File: config.mk
export PLATFORM = sky130hd
export DESIGN_NAME = nor_bus_ctrl
export DESIGN_NICKNAME = d
export VERILOG_FILES = /design/src/rtl/nor_pkg.sv /design/src/rtl/nor_pin_table.sv /design/src/rtl/nor_burst_addr.sv /design/src/rtl/nor_seq.sv /design/src/rtl/nor_bus_ctrl.sv
export SDC_FILE = /design/constraint.sdc
export NUM_CORES = 1
export LEC_CHECK = 0
export CAP_MARGIN = 15
export CORE_ASPECT_RATIO = 1.75
export CORE_UTILIZATION = 40
export DETAILED_ROUTE_END_ITERATION = 8
export PLACE_DENSITY = 0.75
export SETUP_SLACK_MARGIN = 0.3
export SLEW_MARGIN = 40
export SYNTH_ARGS = -nofsm -noshare
export SYNTH_HDL_FRONTEND = slang
export SYNTH_SLANG_ARGS = --single-unit
export TNS_END_PERCENT = 100
File: constraint.sdc
create_clock -name clk -period 6.4 [get_ports clk]
set_input_delay 0.64 -clock clk [delete_from_list [all_inputs] [get_ports clk]]
set_output_delay 0.64 -clock clk [all_outputs]
set_load 0.02 [all_outputs]
File: src/rtl/nor_pkg.sv
package nor_pkg;

  localparam int BEAT_W = 5;

  typedef enum logic [2:0] {
    ST_IDLE,
    ST_TURN,
    ST_ARD,
    ST_AWR,
    ST_SRD,
    ST_SWR,
    ST_SUSP
  } nor_state_e;

  typedef struct packed {
    logic clk_run;
    logic adv_n;
    logic cs_n;
    logic oe_n;
    logic we_n;
    logic drive;
  } pin_lvl_t;

  function automatic logic [BEAT_W-1:0] beats_of(input logic [1:0] code);
    case (code)
      2'd1:    return BEAT_W'(4);
      2'd2:    return BEAT_W'(8);
      2'd3:    return BEAT_W'(16);
      default: return BEAT_W'(1);
    endcase
  endfunction

endpackage

File: src/rtl/nor_pin_table.sv
module nor_pin_table
  import nor_pkg::*;
(
  input  nor_state_e st,
  input  logic       phase,
  output pin_lvl_t   lvl,
  output logic       mem_clk
);

  always_comb begin
    case (st)
      ST_TURN: lvl = '{clk_run: 1'b0, adv_n: 1'b1, cs_n: 1'b0, oe_n: 1'b1, we_n: 1'b1, drive: 1'b0};
      ST_ARD:  lvl = '{clk_run: 1'b0, adv_n: 1'b0, cs_n: 1'b0, oe_n: 1'b0, we_n: 1'b1, drive: 1'b0};
      ST_AWR:  lvl = '{clk_run: 1'b0, adv_n: 1'b0, cs_n: 1'b0, oe_n: 1'b1, we_n: 1'b0, drive: 1'b1};
      ST_SRD:  lvl = '{clk_run: 1'b1, adv_n: 1'b0, cs_n: 1'b0, oe_n: 1'b0, we_n: 1'b1, drive: 1'b0};
      ST_SWR:  lvl = '{clk_run: 1'b1, adv_n: 1'b0, cs_n: 1'b0, oe_n: 1'b1, we_n: 1'b0, drive: 1'b1};
      ST_SUSP: lvl = '{clk_run: 1'b0, adv_n: 1'b1, cs_n: 1'b0, oe_n: 1'b1, we_n: 1'b1, drive: 1'b0};
      default: lvl = '{clk_run: 1'b0, adv_n: 1'b1, cs_n: 1'b1, oe_n: 1'b1, we_n: 1'b1, drive: 1'b0};
    endcase
    mem_clk = lvl.clk_run & phase;
  end

endmodule

File: src/rtl/nor_burst_addr.sv
module nor_burst_addr
  import nor_pkg::*;
#(
  parameter int AW = 20
) (
  input  logic          clk,
  input  logic          rst_n,
  input  logic          load,
  input  logic [AW-1:0] load_addr,
  input  logic [1:0]    load_blen,
  input  logic          load_wrap,
  input  logic          step,
  output logic [AW-1:0] addr
);

  localparam int PAD_W = AW - BEAT_W;

  logic [AW-1:0] addr_q, mask_q, inc;
  logic          wrap_q;

  assign inc  = addr_q + AW'(1);
  assign addr = addr_q;

  always_ff @(posedge clk or negedge rst_n) begin
    if (!rst_n) begin
      addr_q <= '0;
      mask_q <= '0;
      wrap_q <= 1'b0;
    end else if (load) begin
      addr_q <= load_addr;
      mask_q <= {{PAD_W{1'b0}}, beats_of(load_blen) - BEAT_W'(1)};
      wrap_q <= load_wrap;
    end else if (step) begin
      if (wrap_q) addr_q <= (addr_q & ~mask_q) | (inc & mask_q);
      else        addr_q <= inc;
    end
  end

  p_wrap_window_r6: assert property (@(posedge clk) disable iff (!rst_n)
    (step && !load && wrap_q) |=> (((addr_q ^ $past(addr_q)) & ~mask_q) == '0));

  p_linear_step_r5: assert property (@(posedge clk) disable iff (!rst_n)
    (step && !load && !wrap_q) |=> (addr_q == $past(addr_q) + AW'(1)));

endmodule

File: src/rtl/nor_seq.sv
module nor_seq
  import nor_pkg::*;
#(
  parameter int DW        = 16,
  parameter int ASYNC_CYC = 3
) (
  input  logic          clk,
  input  logic          rst_n,
  input  logic          req_valid,
  output logic          req_ready,
  input  logic          req_write,
  input  logic          req_sync,
  input  logic [1:0]    req_blen,
  input  logic [DW-1:0] req_wdata,
  output logic          accept,
  output logic          step,
  input  logic          mem_wait,
  input  logic [DW-1:0] dq_in,
  output nor_state_e    st,
  output logic          phase,
  output logic [DW-1:0] wdata,
  output logic          rsp_valid,
  input  logic          rsp_ready,
  output logic [DW-1:0] rsp_data,
  output logic          rsp_last
);

  localparam int CNT_W = $clog2(ASYNC_CYC + 1);

  nor_state_e        st_q;
  logic [CNT_W-1:0]  cnt_q;
  logic [BEAT_W-1:0] beats_q, beat_cnt_q;
  logic              phase_q, last_rd_q, wr_sync_q;
  logic [DW-1:0]     wdata_q, rsp_data_q;
  logic              rsp_valid_q, rsp_last_q;
  logic              beat_now, final_beat;

  assign req_ready  = (st_q == ST_IDLE) && !rsp_valid_q;
  assign accept     = req_valid && req_ready;
  assign beat_now   = (st_q == ST_SRD) && phase_q && !mem_wait;
  assign final_beat = (beat_cnt_q == beats_q - BEAT_W'(1));
  assign step       = beat_now && !final_beat;

  assign st        = st_q;
  assign phase     = phase_q;
  assign wdata     = wdata_q;
  assign rsp_valid = rsp_valid_q;
  assign rsp_data  = rsp_data_q;
  assign rsp_last  = rsp_last_q;

  always_ff @(posedge clk or negedge rst_n) begin
    if (!rst_n) begin
      st_q        <= ST_IDLE;
      cnt_q       <= '0;
      beats_q     <= BEAT_W'(1);
      beat_cnt_q  <= '0;
      phase_q     <= 1'b0;
      last_rd_q   <= 1'b0;
      wr_sync_q   <= 1'b0;
      wdata_q     <= '0;
      rsp_data_q  <= '0;
      rsp_valid_q <= 1'b0;
      rsp_last_q  <= 1'b0;
    end else begin
      if (rsp_valid_q && rsp_ready) rsp_valid_q <= 1'b0;
      case (st_q)
        ST_IDLE: begin
          if (accept) begin
            wdata_q    <= req_wdata;
            wr_sync_q  <= req_sync;
            beats_q    <= req_sync ? beats_of(req_blen) : BEAT_W'(1);
            beat_cnt_q <= '0;
            cnt_q      <= CNT_W'(ASYNC_CYC - 1);
            phase_q    <= 1'b0;
            if (req_write) begin
              if (last_rd_q)     st_q <= ST_TURN;
              else if (req_sync) st_q <= ST_SWR;
              else               st_q <= ST_AWR;
            end else begin
              st_q <= req_sync ? ST_SRD : ST_ARD;
            end
          end
        end
        ST_TURN: begin
          st_q  <= wr_sync_q ? ST_SWR : ST_AWR;
          cnt_q <= CNT_W'(ASYNC_CYC - 1);
        end
        ST_ARD: begin
          if (cnt_q == '0) begin
            rsp_valid_q <= 1'b1;
            rsp_data_q  <= dq_in;
            rsp_last_q  <= 1'b1;
            last_rd_q   <= 1'b1;
            st_q        <= ST_IDLE;
          end else begin
            cnt_q <= cnt_q - CNT_W'(1);
          end
        end
        ST_AWR: begin
          if (cnt_q == '0) begin
            last_rd_q <= 1'b0;
            st_q      <= ST_IDLE;
          end else begin
            cnt_q <= cnt_q - CNT_W'(1);
          end
        end
        ST_SWR: begin
          if (!phase_q) begin
            phase_q <= 1'b1;
          end else begin
            phase_q   <= 1'b0;
            last_rd_q <= 1'b0;
            st_q      <= ST_IDLE;
          end
        end
        ST_SRD: begin
          if (!phase_q) begin
            if (rsp_valid_q && !rsp_ready) st_q <= ST_SUSP;
            else                           phase_q <= 1'b1;
          end else begin
            phase_q <= 1'b0;
            if (beat_now) begin
              rsp_valid_q <= 1'b1;
              rsp_data_q  <= dq_in;
              rsp_last_q  <= final_beat;
              beat_cnt_q  <= beat_cnt_q + BEAT_W'(1);
              if (final_beat) begin
                last_rd_q <= 1'b1;
                st_q      <= ST_IDLE;
              end
            end
          end
        end
        ST_SUSP: begin
          if (rsp_ready) st_q <= ST_SRD;
        end
        default: st_q <= ST_IDLE;
      endcase
    end
  end

  p_rsp_hold_r11: assert property (@(posedge clk) disable iff (!rst_n)
    (rsp_valid_q && !rsp_ready) |=> (rsp_valid_q && $stable(rsp_data_q) && $stable(rsp_last_q)));

  p_beat_bound_r4: assert property (@(posedge clk) disable iff (!rst_n)
    beat_cnt_q <= beats_q);

  p_wait_stall_r7: assert property (@(posedge clk) disable iff (!rst_n)
    (st_q == ST_SRD && phase_q && mem_wait) |=> $stable(beat_cnt_q));

  p_suspend_entry_r8: assert property (@(posedge clk) disable iff (!rst_n)
    (st_q == ST_SRD && !phase_q && rsp_valid_q && !rsp_ready) |=> (st_q == ST_SUSP && !phase_q));

  p_turn_once_r10: assert property (@(posedge clk) disable iff (!rst_n)
    (st_q == ST_TURN) |=> (st_q == ST_AWR || st_q == ST_SWR));

endmodule

File: src/rtl/nor_bus_ctrl.sv
module nor_bus_ctrl
  import nor_pkg::*;
#(
  parameter int AW        = 20,
  parameter int DW        = 16,
  parameter int ASYNC_CYC = 3
) (
  input  logic          clk,
  input  logic          rst_n,
  input  logic          req_valid,
  output logic          req_ready,
  input  logic          req_write,
  input  logic          req_sync,
  input  logic [1:0]    req_blen,
  input  logic          req_wrap,
  input  logic [AW-1:0] req_addr,
  input  logic [DW-1:0] req_wdata,
  output logic          rsp_valid,
  input  logic          rsp_ready,
  output logic [DW-1:0] rsp_data,
  output logic          rsp_last,
  output logic          mem_clk,
  output logic          mem_adv_n,
  output logic          mem_cs_n,
  output logic          mem_oe_n,
  output logic          mem_we_n,
  input  logic          mem_wait,
  output logic [AW-1:0] mem_addr,
  output logic [DW-1:0] dq_out,
  output logic          dq_oe,
  input  logic [DW-1:0] dq_in
);

  nor_state_e st;
  pin_lvl_t   lvl;
  logic       phase, accept, step;

  nor_seq #(.DW(DW), .ASYNC_CYC(ASYNC_CYC)) u_seq (
    .clk       (clk),
    .rst_n     (rst_n),
    .req_valid (req_valid),
    .req_ready (req_ready),
    .req_write (req_write),
    .req_sync  (req_sync),
    .req_blen  (req_blen),
    .req_wdata (req_wdata),
    .accept    (accept),
    .step      (step),
    .mem_wait  (mem_wait),
    .dq_in     (dq_in),
    .st        (st),
    .phase     (phase),
    .wdata     (dq_out),
    .rsp_valid (rsp_valid),
    .rsp_ready (rsp_ready),
    .rsp_data  (rsp_data),
    .rsp_last  (rsp_last)
  );

  nor_burst_addr #(.AW(AW)) u_addr (
    .clk       (clk),
    .rst_n     (rst_n),
    .load      (accept),
    .load_addr (req_addr),
    .load_blen (req_blen),
    .load_wrap (req_wrap),
    .step      (step),
    .addr      (mem_addr)
  );

  nor_pin_table u_pins (
    .st      (st),
    .phase   (phase),
    .lvl     (lvl),
    .mem_clk (mem_clk)
  );

  assign mem_adv_n = lvl.adv_n;
  assign mem_cs_n  = lvl.cs_n;
  assign mem_oe_n  = lvl.oe_n;
  assign mem_we_n  = lvl.we_n;
  assign dq_oe     = lvl.drive;

  p_strobe_excl_r12: assert property (@(posedge clk) disable iff (!rst_n)
    !(!mem_oe_n && !mem_we_n));

  p_no_contention_r12: assert property (@(posedge clk) disable iff (!rst_n)
    dq_oe |-> mem_oe_n);

  p_standby_r1: assert property (@(posedge clk) disable iff (!rst_n)
    mem_cs_n |-> (mem_oe_n && mem_we_n && mem_adv_n && !dq_oe && !mem_clk));

  p_read_release_r10: assert property (@(posedge clk) disable iff (!rst_n)
    !mem_oe_n |=> !dq_oe);

  p_suspend_clk_r8: assert property (@(posedge clk) disable iff (!rst_n)
    (!mem_cs_n && mem_oe_n && mem_we_n && mem_adv_n) |-> !mem_clk);

endmodule

### Word level (Yosys, flattened, before mapping)

Cells that the tools add are included.

* input port bits: 62
* output and inout bits: 61
* logic and storage cells: 127
* flip-flop bits (word level): 78

* add/subtract/negate cells: 5
* equality and inequality tests: 23
* bitwise logic cells: 5
* mux-type cells: 52
* reductions and logical operators: 28

Operator list (number)
* 20-bit 2-to-1 mux: 3
* 16-bit 2-to-1 mux: 3
* 3-bit 2-to-1 mux: 13
* 16-bit one-hot mux with 2 select lines: 1
* 6-bit one-hot mux with 5 select lines: 1
* 5-bit 2-to-1 mux: 5
* 20-bit by 1-bit adder with 20-bit output (second input constant): 1
* 20-bit AND: 1
* 20-bit by 5-bit AND with 20-bit output: 1
* 5-bit NOT with 20-bit output: 1
* 20-bit OR: 1
* 2-bit != test (second input constant): 9
* 3-bit one-hot mux with 6 select lines: 1
* 1-bit 2-to-1 mux: 16
* 5-bit one-hot mux with 3 select lines: 1
* 7-bit AND reduction: 2
* 5-bit one-hot mux with 2 select lines: 1
* 5-bit by 1-bit subtractor with 5-bit output (second input constant): 2
* 3-bit == test (second input constant): 3
* 3-bit != test (second input constant): 3
* 4-bit AND reduction: 2
* 1-bit logical AND: 7
* 3-bit by 2-bit == test with 1-bit output (second input constant): 2
* 2-bit one-hot mux with 3 select lines: 1
* 21 further kinds: 32

### Depth between registers and ports, before layout

* depth in word-level cells: 6
* depth in mapped cells: 9

### Hierarchy

Synthesis repeated with hierarchy kept, for this count alone.

* cells, all modules: 385
* area total of the unflattened synthesis: 3751.1 µm²

Modules (own cells, without submodules)
* nor_seq: instances 1, area an instance 2342.2 µm², cells an instance 225
* nor_burst_addr: instances 1, area an instance 1352.5 µm², cells an instance 150
* nor_pin_table: instances 1, area an instance 56.3 µm², cells an instance 10

### Worst setup path after synthesis

Ideal clock, no wire load.

* path type: register -> register
* start point: reg u_seq.st_q[2] (netlist: u_seq.st[2])
* end point: reg u_addr.addr_q[7] (netlist: u_addr.addr[7])
* stages on the path, launching flop included: 8
* slack: 4.241 ns
* period minus slack after synthesis: 2.159 ns
* data arrival time: 2.028 ns
* library setup time: 0.131 ns
* buffers on the path: 2
* required time: 6.269 ns
* cell sequence: dfrtp_1 -> buf_2 -> nor4_2 -> and2_1 -> buf_2 -> nor2_1 -> a32o_1 -> or3_1

* elaborated cells between the ends (all ways): 9
* those cells by class: eq/ne: 1; mux: 1; reduce/logical: 7

RTL lines
* from (decl): RTL line nor_seq.sv:30 `nor_state_e st_q;`
* from (signal assigned): RTL line nor_seq.sv:80 `st_q <= req_sync ? ST_SRD : ST_ARD;`
* from (signal assigned): RTL line nor_seq.sv:85 `st_q <= wr_sync_q ? ST_SWR : ST_AWR;`
* 3-bit logical NOT (*): RTL line nor_seq.sv:38 `assign req_ready = (st_q == ST_IDLE) && !rsp_valid_q;`
* 1-bit logical AND (*): RTL line nor_seq.sv:38
* named net req_ready: RTL line nor_bus_ctrl.sv:11 `output logic req_ready,`
* 1-bit logical AND (*): RTL line nor_seq.sv:39 `assign accept = req_valid && req_ready;`
* 20-bit 2-to-1 mux or 2-bit nonzero test (tied branches)
* to (signal assigned): RTL line nor_burst_addr.sv:30 `addr_q <= load_addr;`
* to (signal assigned): RTL line nor_burst_addr.sv:34 `if (wrap_q) addr_q <= (addr_q & ~mask_q) | (inc & mask_q);`
* to (signal assigned): RTL line nor_burst_addr.sv:35 `else addr_q <= inc;`
* to (decl): RTL line nor_burst_addr.sv:18 `logic [AW-1:0] addr_q, mask_q, inc;`

The timed path passes the listed nets; every way through them passes the cells marked *.
A chain may end at the register's enable or synchronous reset.

### Worst setup path after layout

* start point: reg u_seq.st_q[2] (netlist: u_seq.st[2])
* end point: out req_ready

* word-level cells in the longest chain between the ends: 2

RTL lines (RTL line)
* 3-bit logical NOT: nor_seq.sv:38
* 1-bit logical AND: nor_seq.sv:38
* to (decl): nor_bus_ctrl.sv:11

Every way passes these cells.

==> metrics.txt <==
# TYPE chip_impl_metric gauge
chip_impl_info{name="status",value="complete, no violations"} 1
chip_impl_metric{name="routabilityCongestion",unit=""} 0.8502
chip_impl_metric{name="power",unit="uW"} 2829
chip_impl_metric{name="syn_area",unit="um2"} 3892
chip_impl_metric{name="irDropWorstVdd",unit="mV"} 0.2533
chip_impl_metric{name="synth_seq_area_share",unit="%"} 48.25
chip_impl_metric{name="worstMarginPinSlew",unit="ns"} 0.8774
chip_impl_metric{name="drt.antenna.violating_nets",unit=""} 0
chip_impl_metric{name="fin_worst_hold_slack",unit="ns"} 0.3404
chip_impl_metric{name="maxCapViolCount",unit=""} 0
chip_impl_metric{name="timing.final.setup_violations",unit=""} 0
chip_impl_info{name="worstSetupEndpointType",value="output port"} 1
chip_impl_metric{name="ctsResizeCount",unit=""} 0
chip_impl_metric{name="ys_types",unit=""} 61
chip_impl_info{name="worstSetupStartpointType",value="register"} 1
chip_impl_metric{name="synth-seq-cells",unit=""} 75
chip_impl_metric{name="grt_pass1_wl",unit="mm"} 17.15
chip_impl_metric{name="fin_worst_skew",unit="ns"} 0.008174
chip_impl_metric{name="synth_enable_flop_cells",unit=""} 0
chip_impl_metric{name="detailroute.via_count",unit=""} 3514
chip_impl_metric{name="synthCells",unit=""} 410
chip_impl_metric{name="cts_post_setup_buffers_inserted",unit=""} 0
chip_impl_metric{name="syn-mean-instance-area",unit="um2"} 9.494
chip_impl_metric{name="holdBufCountCts",unit=""} 0
chip_impl_metric{name="nNetsFinal",unit=""} 589
chip_impl_metric{name="crit_buf_inv",unit=""} 1
chip_impl_metric{name="number_of_global_route_vias_before_repair",unit=""} 3672
chip_impl_metric{name="clock-sinks",unit=""} 75
chip_impl_metric{name="worstPathMaxFanout",unit=""} 18
chip_impl_metric{name="finalCriticalPeriod",unit="ns"} 2.826
chip_impl_info{name="worst-setup-path-type",value="reg2out"} 1
chip_impl_metric{name="final_cell_count_no_fill",unit=""} 650
chip_impl_metric{name="dpl.hpwl",unit="mm"} 7.258
chip_impl_metric{name="yosys_warnings",unit=""} 0
chip_impl_metric{name="tns",unit="ns"} 0
chip_impl_metric{name="drt_iter0_markers",unit=""} 274
chip_impl_metric{name="synthDominantCellAreaShare",unit="%"} 47.57
chip_impl_metric{name="row_count",unit=""} 47
chip_impl_metric{name="design.die.area",unit="um2"} 10150
chip_impl_metric{name="dpl.cell_count",unit=""} 633
chip_impl_metric{name="power_leakage",unit="uW"} 0.002326
chip_impl_metric{name="hold_violation_total_from_the_final_report",unit=""} 0
chip_impl_info{name="rsz_0062_raised_after_global_routing",value="false"} 1
chip_impl_metric{name="timing.final.max_slew_violations",unit=""} 0
chip_impl_metric{name="grt_antenna_before_repair",unit=""} 0
chip_impl_metric{name="worst_ep_required_time",unit="ns"} 5.76
chip_impl_metric{name="skew_pair_late_insertion_delay",unit="ns"} 0.33
chip_impl_metric{name="worst-endpoint-arrival",unit="ns"} 2.19
chip_impl_info{name="critical_path.top_delay_family",value="buffers and inverters"} 1
chip_impl_metric{name="timing.slew.headroom",unit="%"} 40.97
chip_impl_metric{name="cts-root-to-sink-buffers",unit=""} 2
chip_impl_metric{name="antenna_cells",unit=""} 0
chip_impl_info{name="worstHoldPathType",value="in2async"} 1
chip_impl_metric{name="power-per-cell-area",unit="nW/um2"} 514.2
chip_impl_metric{name="cts-htree-levels",unit=""} 3
chip_impl_info{name="synth_largest_area_cell",value="sky130_fd_sc_hd__dfrtp_1"} 1
chip_impl_metric{name="finalWirelength",unit="mm"} 10.39
chip_impl_metric{name="critPathMaxStageDelay",unit="ns"} 0.71
chip_impl_metric{name="global_route.overflow_total",unit=""} 0
chip_impl_metric{name="drive_gt1_share",unit="%"} 9.470
chip_impl_info{name="cts_tree",value="done"} 1
chip_impl_metric{name="initial_utilization",unit="%"} 41.11
chip_impl_metric{name="cts_inserted_buffers",unit=""} 9
chip_impl_metric{name="max_clock_freq",unit="MHz"} 353.8
chip_impl_info{name="synth_top_cells_by_area",value="sky130_fd_sc_hd__dfrtp_1, sky130_fd_sc_hd__nand2_1, sky130_fd_sc_hd__mux2_2"} 1
chip_impl_metric{name="die_x",unit="um"} 76.57
chip_impl_metric{name="globalRouteTotalUtil",unit="%"} 21.34
chip_impl_metric{name="avgViaCountPerCell",unit=""} 5.406
chip_impl_metric{name="drcViolationCount",unit=""} 0
chip_impl_metric{name="area_added_between_synthesis_and_finish",unit="%"} 41.34
chip_impl_metric{name="die_height",unit="um"} 132.5
chip_impl_metric{name="period_share",unit="%"} 44.16
chip_impl_info{name="max_stage_delay_cell_worst_path",value="sky130_fd_sc_hd__clkdlybuf4s50_1"} 1
chip_impl_metric{name="pin_count_of_the_biggest_net_entering_global_routing",unit=""} 76
chip_impl_metric{name="io_pins",unit=""} 123
chip_impl_metric{name="clock_transition_at_the_register_clock_pins_on_the_worst_setup_and_hold_paths_after_cts",unit="ns"} 0.06
chip_impl_metric{name="synth.net_count",unit=""} 476
chip_impl_metric{name="port_buffer_count",unit=""} 122
chip_impl_metric{name="fraction_of_synthesis_flops_using_an_asynchronous_set_or_reset_pin",unit="%"} 100.0
chip_impl_metric{name="drt_first_pass_iters",unit=""} 6
chip_impl_metric{name="placeableCoreArea",unit="um2"} 9468
chip_impl_info{name="cts_root_buffer",value="sky130_fd_sc_hd__clkbuf_16"} 1
chip_impl_info{name="critical_path.cell_chain",value="nor4_2, clkdlybuf4s50_1"} 1
chip_impl_metric{name="post_drt_wl_per_cell",unit="um"} 15.99
chip_impl_info{name="dominantRegCellSynth",value="sky130_fd_sc_hd__dfrtp_1"} 1
power breakdown:
group	switching [uW]	leakage (uW)	internal (uW)	total, uW
Clock	207	0.000146	316	523
Combinational	740	0.00128	651	1390
Sequential	228	0.000905	687	915
routing by layer:
metal | part of all wire [%] | vias up | track usage, %
met4 | 3.5 | 0 | 11.54
li1 | - | 1671 | -
met3 | 4.4 | 31 | 3.724
met1 | 39 | 1671 | 23.33
met5 | 0 | - | 0
met2 | 53 | 141 | 38.64
synthesized netlist by cell type, drive strengths merged (2+ instances only):
cell	count
nor3	10
buf	11
and2	2
o21ai	22
clkbuf	11
ha	4
nand2b	6
and4	2
mux2i	3
nor2	29
and3	4
nand3	16
a211o	2
o311ai	5
dfrtp	74
o211ai	3
inv	17
a21o	2
a22oi	4
a21oi	7
xor2	7
nor4	7
nand3b	2
o31ai	4
nand4b	3
or3	11
nand2	86
xnor2	5
mux2	17
o2111ai	3
a31oi	6
o2bb2ai	2
nand4	6
nor3b	3
per-stage QoR:
stage | worst slack, ns | utilization (%) | cell area [um2]
after floorplan | 4.241 | - | 3892
after global placement | 3.693 | 54.57 | 5166
after detailed placement | 3.610 | 54.71 | 5180
after CTS | 3.569 | 57.99 | 5490
after global routing | 3.513 | 58.11 | 5502
final | 3.574 | 58.11 | 5502
state kept, by name (all words and copies together) (netlist names), named ones only:
register          flops
u_addr.addr          16
u_addr.mask_q         3
u_addr.wrap_q         1
u_seq.beat_cnt_q      5
u_seq.beats_q         4
u_seq.cnt_q           2
u_seq.last_rd_q       1
u_seq.phase           1
u_seq.rsp_data       16
u_seq.rsp_last        1
u_seq.rsp_valid       1
u_seq.st              3
u_seq.wdata          16
u_seq.wr_sync_q       1
cell usage in the layout, fill, tap and decap left out, types with 3 or more instances in the layout:
cell,count
sky130_fd_sc_hd__clkdlybuf4s50_1,121
sky130_fd_sc_hd__nand2_1,85
sky130_fd_sc_hd__dfrtp_1,74
sky130_fd_sc_hd__nor2_1,29
sky130_fd_sc_hd__o21ai_0,18
sky130_fd_sc_hd__inv_1,17
sky130_fd_sc_hd__mux2_2,17
sky130_fd_sc_hd__nand3_1,16
sky130_fd_sc_hd__or3_1,11
sky130_fd_sc_hd__clkbuf_16,9
sky130_fd_sc_hd__nor3_1,8
sky130_fd_sc_hd__xor2_1,7
sky130_fd_sc_hd__a21oi_1,7
sky130_fd_sc_hd__nand2b_1,6
sky130_fd_sc_hd__a31oi_1,6
sky130_fd_sc_hd__nor4_1,6
sky130_fd_sc_hd__nand4_1,5
sky130_fd_sc_hd__a22oi_1,4
sky130_fd_sc_hd__and3_1,4
sky130_fd_sc_hd__ha_1,4
sky130_fd_sc_hd__nor3b_1,3
sky130_fd_sc_hd__o211ai_1,3
sky130_fd_sc_hd__xnor2_2,3
sky130_fd_sc_hd__o21ai_1,3
sky130_fd_sc_hd__nand4b_1,3
sky130_fd_sc_hd__o2111ai_1,3
sky130_fd_sc_hd__mux2i_1,3
sky130_fd_sc_hd__o311ai_1,3
cells by family after synthesis:
family,Yosys count,share of synthesized area [%]
simple gates,191,23.95
flops,75,48.25
compound gates,69,12.67
buf+inv,39,4.404
mux,20,5.689
xor+xnor,12,3.761
fa+ha+maj,4,1.286
area by class of cell:
cell class	count	area, um2
multi-input combinational	296	1856
clock buffer	10	239.0
inverter	17	63.81
timing repair buffer	124	1241
fill	879	3966
tap	122	152.6
sequential	75	1878
clock inverter	6	71.32
worst paths after layout:
| kind | start | end | slack (ns) | cells after the start |
|---|---|---|---|---|
| min in group clk | u_addr.mask_q[1] | u_addr.mask_q[1] | 0.47 | 2 |
| worst min register to register | u_addr.mask_q[1] | u_addr.mask_q[1] | 0.47 | 2 |
| worst min-delay path | rst_n | u_seq.phase | 0.34 | 1 |
| worst max-delay path | u_seq.st[2] | req_ready | 3.57 | 2 |
| worst max register to register | u_seq.st[2] | u_addr.addr[7] | 3.84 | 6 |
| max in group asynchronous | rst_n | u_seq.beats_q[2] | 5.60 | 1 |
Power figures use the tool's default switching activity.
